$ cat src/rtl/ct_pkg.sv
package ct_pkg;
  localparam int CNT_W = 16;
  localparam int ADDR_W = 3;
  localparam int DATA_W = 8;

  localparam logic [ADDR_W-1:0] A_CTRL   = 3'd0;
  localparam logic [ADDR_W-1:0] A_STAT   = 3'd1;
  localparam logic [ADDR_W-1:0] A_CNT_HI = 3'd2;
  localparam logic [ADDR_W-1:0] A_CNT_LO = 3'd3;
  localparam logic [ADDR_W-1:0] A_REL_HI = 3'd4;
  localparam logic [ADDR_W-1:0] A_REL_LO = 3'd5;
  localparam logic [ADDR_W-1:0] A_CAP_HI = 3'd6;
  localparam logic [ADDR_W-1:0] A_CAP_LO = 3'd7;

  localparam logic [CNT_W-1:0] RESTART_VAL = 16'h0001;

  typedef struct packed {
    logic tick;
    logic capture;
    logic restart;
  } tmrStb_t;
endpackage

$ cat src/rtl/ct_ctrl.sv
module ct_ctrl
  import ct_pkg::*;
#(
  parameter int SYNC_STAGES = 2,
  parameter int PRE_W = 3
) (
  input  logic              clk,
  input  logic              rstN,
  input  logic              wrEn,
  input  logic [ADDR_W-1:0] wrAddr,
  input  logic [DATA_W-1:0] wrData,
  input  logic              timerIn,
  input  logic              cntAtReload,
  output tmrStb_t           stb,
  output logic [DATA_W-1:0] ctrlByte,
  output logic              timerEn,
  output logic              irq
);
  localparam int DIV_W = (1 << PRE_W) - 1;

  logic             enReg;
  logic             polReg;
  logic [PRE_W-1:0] preSel;
  logic [DIV_W-1:0] preCnt;
  logic [DIV_W-1:0] divMask;
  logic [SYNC_STAGES-1:0] syncQ;
  logic             prevQ;
  logic             syncNow;
  logic             riseHit;
  logic             fallHit;
  logic             edgeHit;
  logic             tickNow;

  // control register
  always_ff @(posedge clk) begin
    if (!rstN) begin
      enReg  <= 1'b0;
      polReg <= 1'b0;
      preSel <= '0;
    end else if (wrEn && wrAddr == A_CTRL) begin
      enReg  <= wrData[7];
      polReg <= wrData[6];
      preSel <= wrData[PRE_W-1:0];
    end
  end

  // input synchroniser chain
  generate
    for (genvar s = 0; s < SYNC_STAGES; s++) begin : g_sync
      always_ff @(posedge clk) begin
        if (!rstN) syncQ[s] <= 1'b0;
        else if (s == 0) syncQ[s] <= timerIn;
        else syncQ[s] <= syncQ[(s == 0) ? 0 : s-1];
      end
    end
  endgenerate

  assign syncNow = syncQ[SYNC_STAGES-1];

  always_ff @(posedge clk) begin
    if (!rstN) prevQ <= 1'b0;
    else prevQ <= syncNow;
  end

  assign riseHit = syncNow & ~prevQ;
  assign fallHit = ~syncNow & prevQ;
  assign edgeHit = polReg ? riseHit : fallHit;

  // prescaler: mask with the low preSel bits set
  generate
    for (genvar b = 0; b < DIV_W; b++) begin : g_mask
      assign divMask[b] = (b < int'(preSel));
    end
  endgenerate

  assign tickNow = enReg && ((preCnt & divMask) == divMask);

  always_comb begin
    stb.tick    = tickNow;
    stb.capture = enReg & edgeHit;
    stb.restart = tickNow & cntAtReload & ~(enReg & edgeHit);
  end

  always_ff @(posedge clk) begin
    if (!rstN) preCnt <= '0;
    else if (!enReg || stb.capture) preCnt <= '0;
    else preCnt <= preCnt + 1'b1;
  end

  always_ff @(posedge clk) begin
    if (!rstN) irq <= 1'b0;
    else irq <= stb.capture | stb.restart;
  end

  always_comb begin
    ctrlByte = '0;
    ctrlByte[7] = enReg;
    ctrlByte[6] = polReg;
    ctrlByte[PRE_W-1:0] = preSel;
  end

  assign timerEn = enReg;
endmodule

$ cat src/rtl/ct_datapath.sv
module ct_datapath
  import ct_pkg::*;
(
  input  logic              clk,
  input  logic              rstN,
  input  logic              wrEn,
  input  logic [ADDR_W-1:0] wrAddr,
  input  logic [DATA_W-1:0] wrData,
  input  logic [ADDR_W-1:0] rdAddr,
  input  logic [DATA_W-1:0] ctrlByte,
  input  tmrStb_t           stb,
  output logic [DATA_W-1:0] rdData,
  output logic              cntAtReload,
  output logic [CNT_W-1:0]  cntVal,
  output logic [CNT_W-1:0]  captVal,
  output logic              capFlag
);
  localparam int HI_LSB = CNT_W - DATA_W;

  logic [CNT_W-1:0] cntQ;
  logic [CNT_W-1:0] relQ;
  logic [CNT_W-1:0] capQ;
  logic             flagQ;
  logic             wrCntHi, wrCntLo, wrCapHi, wrCapLo;

  assign wrCntHi = wrEn && wrAddr == A_CNT_HI;
  assign wrCntLo = wrEn && wrAddr == A_CNT_LO;
  assign wrCapHi = wrEn && wrAddr == A_CAP_HI;
  assign wrCapLo = wrEn && wrAddr == A_CAP_LO;

  // counter: software write beats hardware update
  always_ff @(posedge clk) begin
    if (!rstN) cntQ <= '0;
    else if (wrCntHi) cntQ[CNT_W-1:HI_LSB] <= wrData;
    else if (wrCntLo) cntQ[DATA_W-1:0] <= wrData;
    else if (stb.capture || stb.restart) cntQ <= RESTART_VAL;
    else if (stb.tick) cntQ <= cntQ + 1'b1;
  end

  always_ff @(posedge clk) begin
    if (!rstN) relQ <= '0;
    else if (wrEn && wrAddr == A_REL_HI) relQ[CNT_W-1:HI_LSB] <= wrData;
    else if (wrEn && wrAddr == A_REL_LO) relQ[DATA_W-1:0] <= wrData;
  end

  // capture register: hardware capture beats software write
  always_ff @(posedge clk) begin
    if (!rstN) capQ <= '0;
    else if (stb.capture) capQ <= cntQ;
    else if (wrCapHi) capQ[CNT_W-1:HI_LSB] <= wrData;
    else if (wrCapLo) capQ[DATA_W-1:0] <= wrData;
  end

  always_ff @(posedge clk) begin
    if (!rstN) flagQ <= 1'b0;
    else if (stb.capture) flagQ <= 1'b1;
    else if (stb.restart) flagQ <= 1'b0;
  end

  assign cntAtReload = (cntQ == relQ);

  always_comb begin
    unique case (rdAddr)
      A_CTRL:   rdData = ctrlByte;
      A_STAT:   rdData = {{(DATA_W-1){1'b0}}, flagQ};
      A_CNT_HI: rdData = cntQ[CNT_W-1:HI_LSB];
      A_CNT_LO: rdData = cntQ[DATA_W-1:0];
      A_REL_HI: rdData = relQ[CNT_W-1:HI_LSB];
      A_REL_LO: rdData = relQ[DATA_W-1:0];
      A_CAP_HI: rdData = capQ[CNT_W-1:HI_LSB];
      A_CAP_LO: rdData = capQ[DATA_W-1:0];
      default:  rdData = '0;
    endcase
  end

  assign cntVal  = cntQ;
  assign captVal = capQ;
  assign capFlag = flagQ;
endmodule

$ cat src/rtl/capt_timer.sv
module capt_timer
  import ct_pkg::*;
#(
  parameter int SYNC_STAGES = 2,
  parameter int PRE_W = 3
) (
  input  logic        clk,
  input  logic        rstN,
  input  logic        wrEn,
  input  logic [2:0]  wrAddr,
  input  logic [7:0]  wrData,
  input  logic [2:0]  rdAddr,
  output logic [7:0]  rdData,
  input  logic        timerIn,
  output logic        irq
);
  tmrStb_t          stb;
  logic [7:0]       ctrlByte;
  logic             timerEn;
  logic             cntAtReload;
  logic [CNT_W-1:0] cntVal;
  logic [CNT_W-1:0] captVal;
  logic             capFlag;

  ct_ctrl #(.SYNC_STAGES(SYNC_STAGES), .PRE_W(PRE_W)) u_ctrl (
    .clk(clk), .rstN(rstN), .wrEn(wrEn), .wrAddr(wrAddr), .wrData(wrData),
    .timerIn(timerIn), .cntAtReload(cntAtReload), .stb(stb),
    .ctrlByte(ctrlByte), .timerEn(timerEn), .irq(irq)
  );

  ct_datapath u_dp (
    .clk(clk), .rstN(rstN), .wrEn(wrEn), .wrAddr(wrAddr), .wrData(wrData),
    .rdAddr(rdAddr), .ctrlByte(ctrlByte), .stb(stb), .rdData(rdData),
    .cntAtReload(cntAtReload), .cntVal(cntVal), .captVal(captVal),
    .capFlag(capFlag)
  );
endmodule

$ cat config.mk
export PLATFORM = sky130hd
export DESIGN_NAME = capt_timer
export DESIGN_NICKNAME = d
export VERILOG_FILES = /design/src/rtl/ct_pkg.sv /design/src/rtl/ct_ctrl.sv /design/src/rtl/ct_datapath.sv /design/src/rtl/capt_timer.sv
export SDC_FILE = /design/constraint.sdc
export NUM_CORES = 1
export LEC_CHECK = 0
export BUFFER_PORTS_ARGS = -buffer_cell sky130_fd_sc_hd__buf_2
export CELL_PAD_IN_SITES_DETAIL_PLACEMENT = 2
export CELL_PAD_IN_SITES_GLOBAL_PLACEMENT = 2
export CORE_MARGIN = 1.5
export CORE_UTILIZATION = 33
export DETAILED_ROUTE_END_ITERATION = 10
export PLACE_DENSITY_LB_ADDON = 0.3
export SETUP_SLACK_MARGIN = 0.2
export SLEW_MARGIN = 20
export SYNTH_ARGS = -nofsm -noshare
export SYNTH_HDL_FRONTEND = slang
export SYNTH_SLANG_ARGS = --single-unit
$ cat constraint.sdc
create_clock -name clk -period 2 [get_ports clk]
set_clock_uncertainty 0.1 [all_clocks]
set_input_delay 0.4 -clock clk [delete_from_list [all_inputs] [get_ports clk]]
set_output_delay 0.4 -clock clk [all_outputs]
set_load 0.02 [all_outputs]
==> impl_metrics.tcl, run 1 <==
set metrics [dict create \
    synthCells 459 \
    first_pass_grt_wire_length_um 34500 \
    critPathMaxFanout 3 \
    cts_h_tree_depth 3 \
    largest_family_of_logic_cells_by_synthesized_area "simple AND/OR/NAND/NOR gates" \
    synthesis.yosys.warnings 0 \
    grt_max_degree 35 \
    clk_path_buf_depth 2 \
    slew_violations 0 \
    num_vias 4780 \
    p_sw_share_pct 33.3 \
    end_kind "flop" \
    fp.dieArea_um2 12400 \
    stdcell_count 730 \
    top_level_ports 27 \
    cts_buf_count 9 \
    holdCritStartpoint "timerIn" \
    synth-compound-area-share_pct 22.2 \
    clkSinkCount 65 \
    fin_crit_sh_pct 114 \
    routedWlPerCell_um 37.3 \
    drtAntennaViolNets 0 \
    hpwlAfterDp_um 12900 \
    cts-root-buf "clkbuf_16" \
    setup_tns_ps -4150 \
    area_share_of_fa_ha_maj_cells_after_synthesis_pct 0.645 \
    switchingPower_mw 1.27 \
    synth.lib_cells_used.distinct 66 \
    rsz0062_at_grt "true" \
    layout_commonest_cell "buf_4" \
    p_clk_share_pct 42.2 \
    achievable-frequency_mhz 439 \
    syn_to_final_growth_pct 60.4 \
    globalRoute.busiestLayer "met2" \
    floorplan.core_area_um2 11400 \
    power_density_nw_per_um2 612 \
    flop_and_latch_count_out_of_synthesis 65 \
    drc 0 \
    number_of_global_route_vias_before_repair 5252 \
    numPortBuffers 26 \
    measured_slew_at_the_worst_slew_check_pin_ps 497 \
    critical_path_class "flop to flop" \
    dominantRegCellSynth "dfxtp_1" \
    grt_util_met1_pct 42.4 \
    power.sequential.fraction_pct 35.4 \
    grt.total_usage_pct 37.5 \
    chipHeight_um 111 \
    hold_class "input pin to flop" \
    status "finished with violations" \
    detailedPlace.worstSlack_ps -220 \
    layout.filler_cells 1141 \
    cts_tree "built" \
    power.internal_mw 2.54 \
    hold_vio_cnt_final 0 \
    gp_congestion 0.883 \
    floorplan.initialDensity_pct 34.0 \
    min_to "u_ctrl.syncQ[0]" \
    worst_hold_slack_ps 189 \
    layout.cell_area.non_filler_um2 6220 \
    grt_antenna_before_repair 1 \
    max-slew-margin-rel_pct 66.8 \
    drv.max_cap_violation_count 0 \
    clk_pin_slew_worst_paths_ps 70 \
    worst_r2r_endpoint "u_dp.cntVal[6]" \
    synth-simple-area-share_pct 23.1 \
    gr_met2_demand_resource_pct 65.0 \
    worst_vdd_rail_ir_drop_mv 1.01 \
    muxShareOfSynthArea_pct 10.0 \
    synth.net_count 479 \
    timing.critical_path.arrival_ps 2420 \
    drt_first_pass_iters 4 \
    fin_nets 602 \
    final_core_utilization_pct 54.5 \
    fin_ws_ps -278 \
    p_leak_nw 2.47 \
    grtUsageMet3_pct 6.04 \
    final_period_minus_worst_setup_slack_ps 2280 \
    hold_path_depth 2 \
    sequential_fraction_of_the_synthesis_area_pct 33.6 \
    row_count 39 \
    placed_instances 686 \
    r2r_cells 8 \
    globalRouteOverflowTotal 0 \
    die_w_um 111 \
    final_layout_size_suffix_gt1_share_pct 54.4 \
    critical_r2r_launch "u_dp.cntVal[3]" \
    synth_enable_flop_cells 0 \
    start_kind "flop" \
    final_cell_mix "buf_4 (81), nand2_1 (52), buf_6 (40)" \
    synthesis.area_um2 3880 \
    clock_insertion_delay_worst_skew_ps 370 \
    placed_area_um2 4770 \
    drt_iter0_markers 363 \
    total_power_mw 3.81 \
    synth-xor-area-share_pct 4.74 \
    violated_checks "setup timing" \
    post_synthesis_area_per_instance_um2 8.45 \
    r2r_setup_slack_ps -280 \
    vias_cell 6.55 \
    setup_violations 25 \
    required_ps 2140 \
    asyncSetResetFlopFracSynth_pct 0 \
    totalWireLength_um 27300 \
    power.combinational.fraction_pct 22.4 \
]
[how the worst max path moves through the flow]
| stage | slack (ps) | to | cells after the start | startpoint |
|---|---|---|---|---|
| after CTS | -170 | u_dp.cntVal[12] | 8 | u_dp.cntVal[11] |
| after global placement | -120 | rdData[6] | 6 | rdAddr[1] |
| after detailed placement | -220 | u_dp.cntVal[4] | 7 | u_dp.cntVal[5] |
| after floorplan | 40 | u_dp.cntVal[8] | 8 | u_dp.cntVal[0] |
| final | -280 | u_dp.cntVal[6] | 8 | u_dp.cntVal[3] |
| after global routing | -310 | u_dp.cntVal[5] | 8 | u_ctrl.preCnt[0] |
[cells by family after synthesis]
kind of cell,Yosys count
AND/OR/NAND/NOR,174
flip-flops,65
AO/OA/AOI/OAI,116
adder cells (fa/ha/maj),2
multiplexers,34
buffers and inverters,47
XOR/XNOR,21
[synthesized netlist by cell type, types with 5 or more instances]
cell type / number / area share [%]
mux2i_1: 23 / 5.9
and2_1: 6 / 0.97
nor2_1: 40 / 3.9
o22ai_1: 5 / 0.81
nand2_1: 55 / 5.3
dfxtp_1: 65 / 34
nor3_1: 5 / 0.65
xor2_1: 17 / 3.8
o21ai_0: 12 / 1.5
a22oi_1: 5 / 0.97
inv_1: 11 / 1.1
nand4_1: 8 / 1.3
buf_6: 5 / 1.5
a21oi_1: 26 / 3.4
a221oi_1: 6 / 1.4
a211oi_1: 18 / 3.5
buf_1: 5 / 0.48
and3_1: 5 / 0.81
buf_2: 7 / 0.90
clkbuf_1: 17 / 1.6
a32o_1: 6 / 1.5
nand3_1: 23 / 3.0
mux2_2: 8 / 2.3
[worst max-delay path, cell delays in order, from the launching register on]
cell,delay [ps]
dfxtp_2,350
xor2_2,210
nor4_4,370
nand4_1,210
buf_6,190
buf_6,120
a2111oi_4,310
nand3b_1,180
o311ai_2,120
[power groups by stage]
stage / Clock, mW / Sequential, mW / Combinational (mW)
finish: 1.61 / 1.35 / 0.853
global route: 1.64 / 1.35 / 0.867
CTS: 1.52 / 1.34 / 0.642
detailed placement: 0 / 1.37 / 0.515
global placement: 0 / 1.37 / 0.491
floorplan: 0 / 1.37 / 0.271
[repair_timing]
item / 4_1_cts / 5_1_grt
endpoints found under the setup margin: 42 / 42
buffers inserted: 16 / 11
hold buffers: 0 / 0
pin swaps: 23 / 44
resized for setup: 123 / 110
gates cloned: 0 / 1
[metal layers]
layer	up-vias	wire length (um)
li1	1932	-
met1	2418	10000
met2	280	13000
met3	150	1720
met4	0	2490
met5	-	0
[final cells by class]
cell class / instances / area (um2) / share of cell area, %
multi-input combinational: 347 / 3030 / 48.8
tap: 143 / 179 / 2.88
timing repair buffer: 146 / 1300 / 21.0
sequential: 65 / 1370 / 22.0
inverter: 13 / 60.1 / 0.966
antenna: 1 / 2.50 / 0.0402
clock buffer: 10 / 239 / 3.84
clock inverter: 5 / 31.3 / 0.503
[registers in the layout (all words and copies together) (netlist names), 3 cells and up]
| register | flops |
|---|---|
| u_ctrl.preCnt | 7 |
| u_dp.captVal | 16 |
| u_ctrl.preSel | 3 |
| u_dp.cntVal | 16 |
| u_dp.relQ | 16 |
No activity file was read; power rests on OpenSTA's default activity.
==> run 2: changes to the inputs <==
--- a/config.mk
+++ b/config.mk
@@ -12,6 +12,7 @@
 export CORE_UTILIZATION = 33
 export DETAILED_ROUTE_END_ITERATION = 10
 export PLACE_DENSITY_LB_ADDON = 0.3
+export REMOVE_ABC_BUFFERS = 1
 export SETUP_SLACK_MARGIN = 0.2
 export SLEW_MARGIN = 20
 export SYNTH_ARGS = -nofsm -noshare
==> run 2 against run 1 <==
The flow still finishes with violations (setup timing). First-iteration DRC count rose by 14%. Global-route usage fell by 1.9 points. Critical endpoint unchanged. Power rose by 3.5%. Worst hold slack improved by 24 ps. Critical path type unchanged. Setup slack got worse by 180 ps. Combinational power fell by 14%. Wire length fell by 8.2%. Via count rose by 0.82%. Flip-flop and latch count did not move. Sequential power barely moved. Largest power group unchanged.
==> impl_metrics.tcl, run 2 (synthesis gave the netlist of run 1 again) <==
set metrics [dict create \
    cts-root-buf "clkbuf_16" \
    violated_checks "setup timing" \
    critical_path_class "flop to flop" \
    gp_congestion 0.880 \
    p_sw_share_pct 31.2 \
    max-slew-margin-rel_pct 63.0 \
    grt_antenna_before_repair 0 \
    n_antenna_cell 0 \
    routedWlPerCell_um 34.0 \
    fin_ws_ps -463 \
    hold_class "input pin to flop" \
    grt_max_degree 24 \
    clk_pin_slew_worst_paths_ps 80 \
    drt_first_pass_iters 5 \
    placed_area_um2 4770 \
    end_kind "flop" \
    power.sequential.fraction_pct 34.3 \
    drc 0 \
    p_leak_nw 2.47 \
    grt.total_usage_pct 35.6 \
    row_count 39 \
    die_w_um 111 \
    switchingPower_mw 1.23 \
    r2r_cells 7 \
    power_density_nw_per_um2 648 \
    critPathMaxFanout 4 \
    drtAntennaViolNets 0 \
    final_period_minus_worst_setup_slack_ps 2460 \
    achievable-frequency_mhz 406 \
    power.combinational.fraction_pct 18.6 \
    required_ps 2130 \
    power.internal_mw 2.71 \
    hpwlAfterDp_um 12300 \
    fp.dieArea_um2 12400 \
    worst_vdd_rail_ir_drop_mv 0.631 \
    layout_commonest_cell "buf_4" \
    floorplan.core_area_um2 11400 \
    r2r_setup_slack_ps -460 \
    cts_h_tree_depth 3 \
    num_vias 4819 \
    fin_nets 608 \
    layout.cell_area.non_filler_um2 6090 \
    vias_cell 6.55 \
    critical_r2r_launch "u_dp.cntVal[1]" \
    syn_to_final_growth_pct 57.0 \
    cts_tree "built" \
    number_of_global_route_vias_before_repair 5117 \
    endpoint "u_dp.cntVal[6]" \
    slew_violations 0 \
    timing.critical_path.arrival_ps 2590 \
    critical_path_launch_point "u_dp.cntVal[1]" \
    totalWireLength_um 25000 \
    floorplan.initialDensity_pct 34.0 \
    rsz0062_at_grt "true" \
    clk_path_buf_depth 2 \
    clkSinkCount 65 \
    p_clk_share_pct 47.0 \
    top_level_ports 27 \
    measured_slew_at_the_worst_slew_check_pin_ps 554 \
    cts_buf_count 9 \
    globalRouteOverflowTotal 0 \
    drv.max_cap_violation_count 0 \
    first_pass_grt_wire_length_um 32900 \
    drt_iter0_markers 415 \
    setup_violations 24 \
    setup_tns_ps -5590 \
    hold_vio_cnt_final 0 \
    chipHeight_um 111 \
    final_layout_size_suffix_gt1_share_pct 52.3 \
    numPortBuffers 26 \
    status "finished with violations" \
    clock_insertion_delay_worst_skew_ps 370 \
    start_kind "flop" \
    worst_r2r_endpoint "u_dp.cntVal[6]" \
    final_cell_mix "buf_4 (98), nand2_1 (51), nor2_1 (38)" \
    fin_crit_sh_pct 123 \
]
[run 2: changes by cell type in the layout (fill, tap and decap cells not counted), sizes merged]
cell / delta
bufinv: +2
clkinvlp: +1
clkbuf: -3
diode: -1
clkinv: -1
buf: +8
[run 2: worst min-delay path by stage]
stage / start / endpoint / slack [ps] / cells past startpoint
global placement: u_ctrl.syncQ[0] / u_ctrl.syncNow / 330 / 1
detailed placement: u_ctrl.syncQ[0] / u_ctrl.syncNow / 330 / 1
floorplan: u_ctrl.syncQ[0] / u_ctrl.syncNow / 310 / 1
global route: timerIn / u_ctrl.syncQ[0] / 200 / 2
finish: timerIn / u_ctrl.syncQ[0] / 210 / 2
CTS: timerIn / u_ctrl.syncQ[0] / 170 / 2
[run 2: critical path, stage by stage (launching register included)]
cell and delay (ps):
dfxtp_2 360, xor2_2 200, nor4_2 440, nand4_1 210, buf_6 190, a2111oi_4 480
nand3b_1 200, o311ai_2 140
[run 2: power groups by stage]
| stage | registers (mW) | clock network, mW | logic [mW] |
|---|---|---|---|
| finish | 1.35 | 1.85 | 0.735 |
| global route | 1.35 | 1.89 | 0.751 |
| CTS | 1.35 | 1.77 | 0.585 |
| detailed placement | 1.37 | 0 | 0.483 |
| global placement | 1.37 | 0 | 0.464 |
| floorplan | 1.37 | 0 | 0.205 |
[run 2: repair_timing]
action                                 4_1_cts  5_1_grt
pin swaps                                   30       33
hold buffers                                 0        0
setup endpoints to repair                   26       34
endpoints found under the hold margin        0        0
setup buffers                               16       13
resized for setup                          135       71
[run 2: layout make-up]
| cell class | instances | area (um2) |
|---|---|---|
| Inverter | 13 | 55.1 |
| Clock inverter | 7 | 93.8 |
| Multi-Input combinational cell | 347 | 2900 |
| Sequential cell | 65 | 1350 |
| Timing Repair Buffer | 152 | 1280 |
| Tap cell | 143 | 179 |
| Fill cell | 1160 | 5330 |
| Clock buffer | 9 | 225 |
[run 2: stage by stage]
stage	hold slack [ps]	utilization, %	worst slack [ps]	power [mW]	std cells
floorplan	312	-	-1070	1.58	425
global placement	327	41.8	-265	1.83	691
detailed placement	327	41.8	-311	1.86	691
CTS	167	49.5	-170	3.70	723
global route	196	53.3	-445	4.00	736
finish	213	53.3	-463	3.94	736
[run 2: metal layers]
metal	vias up	track usage (%)	routed length [um]
li1	1945	-	-
met1	2476	41.6	9440
met2	279	59.8	12300
met3	119	6.70	1670
met4	0	23.0	1580
met5	-	0	0
==> run 3: changes to the inputs <==
--- a/config.mk
+++ b/config.mk
@@ -8,12 +8,14 @@
 export BUFFER_PORTS_ARGS = -buffer_cell sky130_fd_sc_hd__buf_2
 export CELL_PAD_IN_SITES_DETAIL_PLACEMENT = 2
 export CELL_PAD_IN_SITES_GLOBAL_PLACEMENT = 2
+export CORE_ASPECT_RATIO = 0.6
 export CORE_MARGIN = 1.5
 export CORE_UTILIZATION = 33
 export DETAILED_ROUTE_END_ITERATION = 10
 export PLACE_DENSITY_LB_ADDON = 0.3
 export REMOVE_ABC_BUFFERS = 1
 export SETUP_SLACK_MARGIN = 0.2
+export SKIP_CTS_REPAIR_TIMING = 1
 export SLEW_MARGIN = 20
 export SYNTH_ARGS = -nofsm -noshare
 export SYNTH_HDL_FRONTEND = slang
==> run 3 against run 2 <==
Power decreased by 7.0%. Critical path type unchanged. Sequential power is essentially flat. Combinational power up 6.4%. Non-clock buffer count is 7 lower. Design area fell by 2.7%. Critical path depth increased by 1. Clock power shrank 17%. Final cell count rose by 1.1%. First-iteration DRC count grew 6.3%. Global-route usage down 2.7 points. Worst hold slack got worse by 47 ps. Setup slack improved by 62 ps. The flow still finishes with violations (setup timing).
==> impl_metrics.tcl, run 3 (synthesis gave the netlist of run 1 again) <==
set metrics [dict create \
    status "finished with violations" \
    violated_checks "setup timing" \
    cts_buf_count 9 \
    fin_ws_ps -401 \
    syn_to_final_growth_pct 52.8 \
    cp_num_buf_inv 2 \
    drt_first_pass_iters 5 \
    holdCritStartpoint "timerIn" \
    hold_vio_cnt_final 0 \
    drtAntennaViolNets 0 \
    sequential_cell_area_um2 1350 \
    slew_violations 0 \
    critical_path_launch_point "u_dp.relQ[9]" \
    row_count 30 \
    cpPeakStageDelay_ps 430 \
    globalRouteOverflowTotal 0 \
    start_kind "flop" \
    routedWlPerCell_um 33.6 \
    grt_max_degree 33 \
    first_pass_grt_wire_length_um 29400 \
    drv.max_cap_violation_count 0 \
    setup_violations 24 \
    totalWireLength_um 25000 \
    fp.dieArea_um2 12400 \
    achievable-frequency_mhz 416 \
    final_period_minus_worst_setup_slack_ps 2400 \
    critical-path-top-delay-family "compound AO/OA/AOI/OAI gates" \
    grt_antenna_before_repair 0 \
    layout.filler_cells 1166 \
    max-slew-margin-rel_pct 67.6 \
    worst_hold_slack_ps 165 \
    clk_pin_slew_worst_paths_ps 60 \
    fin_crit_sh_pct 120 \
    cp_common_cell "buf_4" \
    num_vias 4851 \
    grt.total_usage_pct 32.9 \
    power_density_nw_per_um2 619 \
    clk_path_buf_depth 2 \
    chipHeight_um 87.0 \
    final_cell_mix "buf_4 (97), nand2_1 (53), dfxtp_1 (38)" \
    critPathMaxFanout 4 \
    die_w_um 143 \
    critical_path.cell_chain "xor2_2, nor4_2, buf_4, nand4_1, o31ai_4, buf_4, o21ai_2, a32o_1" \
    critical_r2r_launch "u_dp.relQ[9]" \
    clock_insertion_delay_worst_skew_ps 340 \
    gp_congestion 0.945 \
    hold_class "input pin to flop" \
    p_leak_nw 2.40 \
    n_antenna_cell 0 \
    critical_path_class "flop to flop" \
    cts_tree "built" \
    worst_vdd_rail_ir_drop_mv 0.462 \
    clkSinkCount 65 \
    fin_nets 601 \
    end_kind "flop" \
    drt_iter0_markers 441 \
    rsz0062_at_grt "true" \
    top_level_ports 27 \
    cts-root-buf "clkbuf_16" \
    multi_input_area_um2 2820 \
    measured_slew_at_the_worst_slew_check_pin_ps 487 \
    floorplan.core_area_um2 11400 \
    timing.critical_path.arrival_ps 2520 \
    final_layout_size_suffix_gt1_share_pct 48.6 \
    cp_slowest_cell "o31ai_4" \
    drc 0 \
    number_of_global_route_vias_before_repair 4787 \
    floorplan.initialDensity_pct 34.1 \
    vias_cell 6.52 \
    numPortBuffers 26 \
    required_ps 2120 \
    hpwlAfterDp_um 14100 \
    cts_h_tree_depth 3 \
    setup_tns_ps -5820 \
    layout_commonest_cell "buf_4" \
]
==> run 3: path summary, 6_finish.rpt <==
kind / to / slack (ps) / depth (start not counted)
worst max-delay path: u_dp.cntVal[13] / -400 / 8
worst max register to register: u_dp.cntVal[13] / -400 / 8
worst min register to register: u_ctrl.syncNow / 340 / 1
worst min-delay path: u_ctrl.syncQ[0] / 170 / 2
==> run 3: cell type report <==
type	instances	share of cell area, %
multi-input combinational	347	47.5
sequential	65	22.8
timing repair buffer	145	20.9
clock buffer	11	4.27
tap	160	3.38
inverter	13	0.866
clock inverter	3	0.296
==> run 3: metal layers <==
metal	vias to the layer above	track usage (%)	share of wire [%]
met5	-	0	0
met4	0	12.2	5.4
met3	123	8.47	8.7
met2	328	52.7	45
met1	2473	42.8	41
li1	1927	-	-
==> run 3: per-stage QoR <==
| stage | instances | area (um2) | utilization [%] | power, mW | setup slack (ps) |
|---|---|---|---|---|---|
| detailed placement | 717 | 4870 | 42.8 | 1.90 | -297 |
| floorplan | 425 | 3700 | - | 1.58 | -1070 |
| finish | 744 | 5920 | 52.1 | 3.67 | -401 |
| global route | 744 | 5920 | 52.1 | 3.72 | -431 |
| CTS | 731 | 5140 | 45.2 | 3.40 | -521 |
| global placement | 717 | 4870 | 42.8 | 1.86 | -143 |
==> run 3: report_power, final <==
group / switching, mW / internal [mW]
registers: 0.0317 / 1.32
logic: 0.448 / 0.334
clock network: 0.646 / 0.890
